===== src/rtl/card_lane_pkg.sv =====
package card_lane_pkg;
  typedef enum logic [1:0] {
    MODE_IDLE = 2'd0,
    MODE_WORD = 2'd1,
    MODE_EVEN = 2'd2,
    MODE_ODD  = 2'd3
  } lane_mode_e;
endpackage


===== src/rtl/card_lane_steer.sv =====
module card_lane_steer
  import card_lane_pkg::*;
#(
  parameter int BYTE_W = 8,
  localparam int DW = 2 * BYTE_W
) (
  input  logic          ce_even_n,
  input  logic          ce_odd_n,
  input  logic          a0,
  input  logic          rd_ok,
  input  logic [DW-1:0] host_din,
  input  logic [DW-1:0] rd_data,
  output lane_mode_e    mode,
  output logic          active,
  output logic          rd_en,
  output logic [1:0]    lane_be,
  output logic [DW-1:0] host_dout,
  output logic [1:0]    host_doe,
  output logic [DW-1:0] wr_steer
);
  localparam logic [BYTE_W-1:0] ZB = '0;

  always_comb begin
    unique case ({ce_odd_n, ce_even_n})
      2'b00:   mode = MODE_WORD;
      2'b10:   mode = MODE_EVEN;
      2'b01:   mode = MODE_ODD;
      default: mode = MODE_IDLE;
    endcase
  end

  assign active = (mode != MODE_IDLE);
  assign rd_en  = active & rd_ok;

  always_comb begin
    lane_be   = 2'b00;
    host_dout = '0;
    host_doe  = 2'b00;
    wr_steer  = '0;
    unique case (mode)
      MODE_WORD: begin
        lane_be   = 2'b11;
        host_dout = rd_data;
        host_doe  = 2'b11;
        wr_steer  = host_din;
      end
      MODE_EVEN: begin
        lane_be   = a0 ? 2'b10 : 2'b01;
        host_dout = a0 ? {ZB, rd_data[DW-1:BYTE_W]} : {ZB, rd_data[BYTE_W-1:0]};
        host_doe  = 2'b01;
        wr_steer  = {host_din[BYTE_W-1:0], host_din[BYTE_W-1:0]};
      end
      MODE_ODD: begin
        lane_be   = 2'b10;
        host_dout = {rd_data[DW-1:BYTE_W], ZB};
        host_doe  = 2'b10;
        wr_steer  = {host_din[DW-1:BYTE_W], host_din[DW-1:BYTE_W]};
      end
      default: ;
    endcase
    if (!rd_ok) begin
      host_dout = '0;
      host_doe  = 2'b00;
    end
  end
endmodule


===== src/rtl/card_write_gate.sv =====
module card_write_gate #(
  parameter int BYTE_W = 8,
  localparam int DW = 2 * BYTE_W
) (
  input  logic          clk,
  input  logic          rst,
  input  logic          we_n,
  input  logic          active,
  input  logic          attr_sel,
  input  logic          pd,
  input  logic          wp_i,
  input  logic          busy_i,
  input  logic [1:0]    lane_be,
  input  logic [DW-1:0] wr_steer,
  output logic          wr_en,
  output logic          wr_attr,
  output logic [1:0]    wr_be,
  output logic [DW-1:0] wr_data
);
  logic we_q;
  logic fall;
  logic accept;

  assign fall   = we_q & ~we_n;
  assign accept = fall & active & ~pd & (attr_sel | (~wp_i & ~busy_i));

  always_ff @(posedge clk) begin
    if (rst) begin
      we_q    <= 1'b1;
      wr_en   <= 1'b0;
      wr_attr <= 1'b0;
      wr_be   <= 2'b00;
      wr_data <= '0;
    end else begin
      we_q  <= we_n;
      wr_en <= accept;
      if (accept) begin
        wr_attr <= attr_sel;
        wr_be   <= lane_be;
        wr_data <= wr_steer;
      end
    end
  end

  AST_WR_SINGLE_PULSE: assert property (@(posedge clk) disable iff (rst)
    wr_en |=> !wr_en);

  AST_ARRAY_WRITE_GATED: assert property (@(posedge clk) disable iff (rst)
    (wr_en && !wr_attr) |-> $past(!wp_i && !busy_i));
endmodule


===== src/rtl/card_status.sv =====
module card_status (
  input  logic clk,
  input  logic rst,
  input  logic dev_busy,
  output logic pd,
  output logic ready
);
  always_ff @(posedge clk) begin
    if (rst) pd <= 1'b1;
    else     pd <= 1'b0;
  end

  assign ready = ~pd & ~dev_busy;
endmodule


===== src/rtl/card_lane_decoder.sv =====
module card_lane_decoder
  import card_lane_pkg::*;
#(
  parameter int BYTE_W = 8,
  localparam int DW = 2 * BYTE_W
) (
  input  logic          clk,
  input  logic          rst,
  input  logic          ce_even_n,
  input  logic          ce_odd_n,
  input  logic          oe_n,
  input  logic          we_n,
  input  logic          attr_n,
  input  logic          a0,
  input  logic [DW-1:0] host_din,
  output logic [DW-1:0] host_dout,
  output logic [1:0]    host_doe,
  output logic          rd_en,
  output logic          rd_attr,
  output logic [1:0]    rd_be,
  input  logic [DW-1:0] rd_data,
  output logic          wr_en,
  output logic          wr_attr,
  output logic [1:0]    wr_be,
  output logic [DW-1:0] wr_data,
  input  logic          dev_busy,
  input  logic          wp_switch,
  output logic          ready,
  output logic          wp_status,
  output logic          wait_n,
  output logic          pwr_down
);
  lane_mode_e    mode;
  logic          active;
  logic          pd;
  logic          rd_ok;
  logic [1:0]    lane_be;
  logic [DW-1:0] wr_steer;

  assign rd_ok = ~oe_n & we_n & ~pd & ~rst;

  card_status u_status (
    .clk      (clk),
    .rst      (rst),
    .dev_busy (dev_busy),
    .pd       (pd),
    .ready    (ready)
  );

  card_lane_steer #(.BYTE_W(BYTE_W)) u_steer (
    .ce_even_n (ce_even_n),
    .ce_odd_n  (ce_odd_n),
    .a0        (a0),
    .rd_ok     (rd_ok),
    .host_din  (host_din),
    .rd_data   (rd_data),
    .mode      (mode),
    .active    (active),
    .rd_en     (rd_en),
    .lane_be   (lane_be),
    .host_dout (host_dout),
    .host_doe  (host_doe),
    .wr_steer  (wr_steer)
  );

  card_write_gate #(.BYTE_W(BYTE_W)) u_wgate (
    .clk      (clk),
    .rst      (rst),
    .we_n     (we_n),
    .active   (active),
    .attr_sel (~attr_n),
    .pd       (pd),
    .wp_i     (wp_switch),
    .busy_i   (dev_busy),
    .lane_be  (lane_be),
    .wr_steer (wr_steer),
    .wr_en    (wr_en),
    .wr_attr  (wr_attr),
    .wr_be    (wr_be),
    .wr_data  (wr_data)
  );

  assign rd_attr   = ~attr_n;
  assign rd_be     = rd_en ? lane_be : 2'b00;
  assign wp_status = wp_switch;
  assign wait_n    = 1'b1;
  assign pwr_down  = pd;

  AST_IDLE_NO_DRIVE: assert property (@(posedge clk) disable iff (rst)
    (ce_even_n && ce_odd_n) |-> (host_doe == 2'b00 && !rd_en));

  AST_IDLE_NO_WRITE: assert property (@(posedge clk) disable iff (rst)
    (ce_even_n && ce_odd_n) |=> !wr_en);

  AST_BYTE_ONE_LANE: assert property (@(posedge clk) disable iff (rst)
    (ce_even_n || ce_odd_n) |-> $onehot0(host_doe));

  AST_DRIVE_NEEDS_READ: assert property (@(posedge clk) disable iff (rst)
    (host_doe != 2'b00) |-> (rd_en && !oe_n && we_n));

  AST_PD_NO_READ: assert property (@(posedge clk) disable iff (rst)
    pwr_down |-> (!rd_en && host_doe == 2'b00 && !ready));
endmodule


===== config.mk =====
export PLATFORM = sky130hd
export DESIGN_NAME = card_lane_decoder
export DESIGN_NICKNAME = d
export VERILOG_FILES = /design/src/rtl/card_lane_pkg.sv /design/src/rtl/card_lane_steer.sv /design/src/rtl/card_write_gate.sv /design/src/rtl/card_status.sv /design/src/rtl/card_lane_decoder.sv
export SDC_FILE = /design/constraint.sdc
export NUM_CORES = 1
export LEC_CHECK = 0
export ABC_AREA = 1
export BUFFER_PORTS_ARGS = -buffer_cell sky130_fd_sc_hd__buf_2
export CORE_UTILIZATION = 47
export DETAILED_ROUTE_END_ITERATION = 10
export PLACE_DENSITY = 0.85
export SLEW_MARGIN = 15
export SYNTH_ARGS = -nofsm -noshare
export SYNTH_HDL_FRONTEND = slang
export SYNTH_SLANG_ARGS = --single-unit

===== constraint.sdc =====
create_clock -name clk -period 3.35 [get_ports clk]
set_input_delay 0.335 -clock clk [delete_from_list [all_inputs] [get_ports clk]]
set_output_delay 0.335 -clock clk [all_outputs]
set_load 0.005 [all_outputs]

[Word-level counts from Yosys, hierarchy flattened]
Cells that the tools add are included.
Word-level totals
  register bits: 22
  bits of input ports: 42
  output and inout bits: 46
  logic and storage cells: 42
Operators by class
  equality and inequality tests: 5
  multiplexer cells: 11
  bitwise gates (word level): 18
  reduce and logical (&&, ||, !) cells: 2
Operator list (count)
  one-hot mux 16 bit (3 select lines): 2
  one-hot mux 2 bit (3 select lines): 3
  2-to-1 mux 16 bit: 1
  bitwise AND 1 bit: 10
  2-to-1 mux 8 bit: 1
  NOT 1 bit: 7
  equality test 2 bit, second input constant: 3
  2-to-1 mux 2 bit: 3
  equality test 2 x 1 -> 1 bit, second input constant: 2
  logical NOT 2 bit: 1
  nonzero test 2 bit: 1
  2-to-1 mux 1 bit: 1
  bitwise OR 1 bit: 1

[Logic depth before layout (Yosys ltp)]
  word-level depth: 6
  gate-level depth with buffers: 9
  gate-level depth less buffers: 8

[Modules after synthesis]
A second synthesis with hierarchy kept.
Second synthesis, totals
  cells, all modules: 288
  area, all modules: 1919.3 um2
Modules (own cells, without submodules)
  card_write_gate: instances 1, cells an instance 94, area each 999.7 um2, seq. area each 420.4 um2
  card_lane_steer: instances 1, cells an instance 178, area each 835.8 um2, seq. area each 0.0 um2
  card_lane_decoder: instances 1, cells an instance 14, area each 60.1 um2, seq. area each 0.0 um2
  card_status: instances 1, cells an instance 2, area each 23.8 um2, seq. area each 20.0 um2

[Worst setup path before layout]
OpenSTA, ideal clock, no wires.
  path type: input to output
  start: in ce_even_n
  end: out rd_be[0]
  arrival time: 1.191 ns
  data required time: 3.015 ns
  setup slack: 1.824 ns
  cell stages on the path: 7
  buffers on the path: 0
  cell sequence: inv_1 -> ha_1 -> inv_1 -> o21ai_0 -> o21ai_0 -> nand2_1 -> inv_1
Between the ends
  longest elaborated chain between the ends: 5
  elaborated cells between the ends (all ways): 11
  classes of those cells: 5 x eq/ne; 3 x mux; 1 x bitwise; 2 x reduce/logical
Ends and longest elaborated chain
  from (decl): line card_lane_decoder.sv:9  | input logic ce_even_n,
  equality test 2 x 1 -> 1 bit (tied with other cells): line card_lane_steer.sv:24  | unique case ({ce_odd_n, ce_even_n})
  one-hot mux 2 bit (3 select lines) *: line card_lane_steer.sv:24
  equality test 2 bit (tied with other cells): line card_lane_steer.sv:40  | unique case (mode)
  one-hot mux 2 bit (3 select lines) / bitwise AND 1 bit (equally long branches): line card_lane_steer.sv:40, card_lane_steer.sv:33
  2-to-1 mux 2 bit *: line card_lane_decoder.sv:84  | assign rd_be = rd_en ? lane_be : 2'b00;
  to (decl): line card_lane_decoder.sv:20  | output logic [1:0] rd_be,
Every way passes the cells marked *; elsewhere a longest branch is shown, timed or not.

[Worst setup path after layout]
  start: in ce_even_n
  end: out host_dout[3]
Between the ends
  longest elaborated chain between the ends: 5
  elaborated cells between the ends (all ways): 9
  classes of those cells: 5 x eq/ne; 3 x mux; 1 x reduce/logical
Ends and longest elaborated chain
  equality test 2 x 1 -> 1 bit (tied with other cells): line card_lane_steer.sv:24
  one-hot mux 2 bit (3 select lines) *: line card_lane_steer.sv:24
  equality test 2 bit / equality test 2 x 1 -> 1 bit (equally long branches): line card_lane_steer.sv:40
  one-hot mux 16 bit (3 select lines) *: line card_lane_steer.sv:40
  2-to-1 mux 16 bit *: line card_lane_steer.sv:61  | if (!rd_ok) begin
  to (decl): line card_lane_decoder.sv:16  | output logic [DW-1:0] host_dout,
Marked as above.

==> flow_summary.yaml <==
status:
  status: "finished clean"
sta:
  worst_slack_ns: 1.22
  relSlewSlack_pct: 54.5
  slew_viol_final: 0
  period_needed_ns: 2.13
  rsz0062_at_grt: "no"
  clock_skew_ns: 0.000927
  fmax_mhz: 471
  setup_viol: 0
  finalHoldViolations: 0
  fin_crit_sh_pct: 63.4
  worstMarginPinSlew_ns: 0.680
  setup_tns_ns: 0
cts:
  clock_path_buffers: 2
  post_cts_buffers: 0
  cts-resized-gates: 0
  cts.clk_slew.worst_paths_ns: 0.13
  cts_sinks: 22
  cts_hold_buf: 0
  insertion_delay_ns: 0.32
  root_buffer: "clkbuf_4"
  htreeDepth: 1
  numCtsBuffers: 3
  cts_tree: "yes"
logic_synthesis:
  synth_top_area_share_pct: 29.5
  synth-seq-cells: 22
  synthTopCellsByCount: "nand2_1, nor2_1, inv_1"
  mappedNetlistArea_sq_um: 1500
  synth_enable_flop_cells: 0
  synth_area_per_cell_sq_um: 6.05
  syn-instance-count: 247
  syn_nets: 296
  synth_top_flop_cell: "dfxtp_1"
  synth_warnings: 0
  async_reset_ff_share_pct: 0
  ys_types: 21
  synth.most_common_cell: "nand2_1"
  synth_top_cells_by_area: "dfxtp_1, nand2_1, nor2_1"
  ys_seq_area_share_pct: 29.5
  yosysTopAreaCell: "dfxtp_1"
setup_path:
  r2r_end: "u_wgate.wr_data[11]"
  critical_path_arrival_ns: 1.79
  end_kind: "output pin"
  cp-start-kind: "primary input"
  r2r-start: "u_status.pd"
  r2r_cells: 7
  crit_chain: "buf_2, inv_1, ha_1, inv_1, nand2_1, a22oi_1, nor2_1, buf_2"
  regToRegSetupSlack_ns: 1.89
  required_ns: 3.01
  cpPeakStageDelay_ns: 0.54
  path_max_fanout: 17
  crit_end: "host_dout[3]"
  startpoint: "ce_even_n"
  cp_slowest_cell: "ha_1"
  worstSetupPathType: "primary input to output pin"
route:
  num_vias: 1724
  drcViolationCount: 0
  antenna_left: 0
  drt-vias-per-instance: 4.66
  avgRoutedWirePerCell_microns: 9.79
  first_iter_violations: 87
  routed_wl_microns: 3620
  drt_first_pass_iters: 4
global_route:
  gr-usage-met3_pct: 2.42
  grt_pass1_wl_microns: 5750
  use_met1_pct: 25.2
  grt_use_total_pct: 21.4
  first_global_vias: 1483
  busiest_layer: "met2"
  grt_max_degree: 39
  overflow: 0
  antenna_found_initial: 0
  global_route.usage.met2_pct: 40.4
cells_and_area:
  num_antenna_cells: 0
  syn_to_final_growth_pct: 30.8
  layout.nets: 376
  drive_gt1_share_pct: 30.1
floorplan:
  die_h_microns: 58.4
  row_count: 20
  fp.dieW_microns: 58.4
  die_area_sq_um: 3410
  start_util_pct: 49.4
  coreArea_sq_um: 3030
  io_pins: 88
power_and_ir_drop:
  power.leakage_nw: 1.22
  irDropWorstVdd_mv: 0.156
  cellPowerDensity_nw_per_um2: 322
hold_path:
  hp-class: "primary input to flip-flop"
place:
  pre_cts_slack_ns: 1.26
  io_buffers: 86
  dp_hpwl_microns: 2700
  gp_congestion: 0.843
job:
  drv_cap: 0
## critical path, delay by kind of cell
| family | cells | cell delay [ns] |
|---|---|---|
| buffers and inverters | 4 | 0.44 |
| AOI/OAI and AO/OA | 1 | 0.11 |
| and+or+nand+nor | 2 | 0.36 |
| adders and majority gates | 1 | 0.54 |
## layout by cell type (no fill, tap or decap)
cell type / count
conb_1: 1
a21oi_1: 3
dfxtp_1: 22
nand3_1: 16
nor2_1: 47
nand4_2: 1
nor2_2: 3
clkbuf_4: 3
bufinv_16: 1
nand2_1: 82
a22oi_1: 8
clkinv_1: 1
buf_2: 86
inv_2: 2
inv_1: 30
ha_1: 7
nand2_2: 1
nor3b_1: 8
o21ai_0: 3
nand3_2: 1
## cells by family after synthesis
group	count (synthesis)	synth area share [%]
flip-flops	22	29.5
buffers and inverters	44	13.5
AO/OA/AOI/OAI	14	6.02
other	1	0.251
adder cells (fa/ha/maj)	7	5.86
AND/OR/NAND/NOR	159	44.9
## per-layer routing
layer | routed length, microns | up-vias | part of all wire, %
li1 | - | 912 | -
met1 | 1610 | 733 | 44
met2 | 1730 | 76 | 48
met3 | 263 | 3 | 7.3
met4 | 21 | 0 | 0.58
met5 | 0 | - | 0
## report_power, final
| part | internal, mW | switching, mW | total, mW |
|---|---|---|---|
| clock network | 0.121 | 0.0877 | 0.209 |
| logic | 0.0593 | 0.0811 | 0.140 |
| registers | 0.275 | 0.00584 | 0.280 |
## sequential cells by signal, summed over array words and instances, names as in the netlist
name,cells
u_wgate.wr_en,1
u_wgate.wr_attr,1
u_wgate.we_q,1
u_status.pd,1
u_wgate.wr_data,16
u_wgate.wr_be,2
## per-stage QoR
| step | hold WS (ns) | instances | power (mW) | util (%) | instance area [sq um] |
|---|---|---|---|---|---|
| after floorplan | 0.363 | 247 | 0.372 | - | 1500 |
| after global placement | 0.449 | 366 | 0.424 | 62.9 | 1900 |
| after detailed placement | 0.454 | 366 | 0.426 | 62.9 | 1900 |
| after CTS | 0.175 | 370 | 0.631 | 64.6 | 1960 |
| after global routing | 0.179 | 370 | 0.663 | 64.6 | 1960 |
| final | 0.176 | 370 | 0.630 | 64.6 | 1960 |
## final cells by class
cell class | count | area (sq um)
fillers | 276 | 1070
multi-input cells | 181 | 853
flip-flops and latches | 22 | 440
repair buffers | 86 | 430
inverters | 33 | 124
well taps | 44 | 55.1
clock inverters | 1 | 30.0
clock buffers | 3 | 22.5
## worst min-delay path by stage
stage / startpoint / end / slack (ns) / cells past startpoint
final: rst / u_status.pd / 0.18 / 1
after global routing: rst / u_status.pd / 0.18 / 1
after CTS: rst / u_status.pd / 0.17 / 1
after detailed placement: u_wgate.wr_attr / u_wgate.wr_attr / 0.45 / 2
after global placement: u_wgate.wr_attr / u_wgate.wr_attr / 0.45 / 2
after floorplan: rst / u_status.pd / 0.36 / 0
Note: power is estimated with default switching activity, not from simulation.
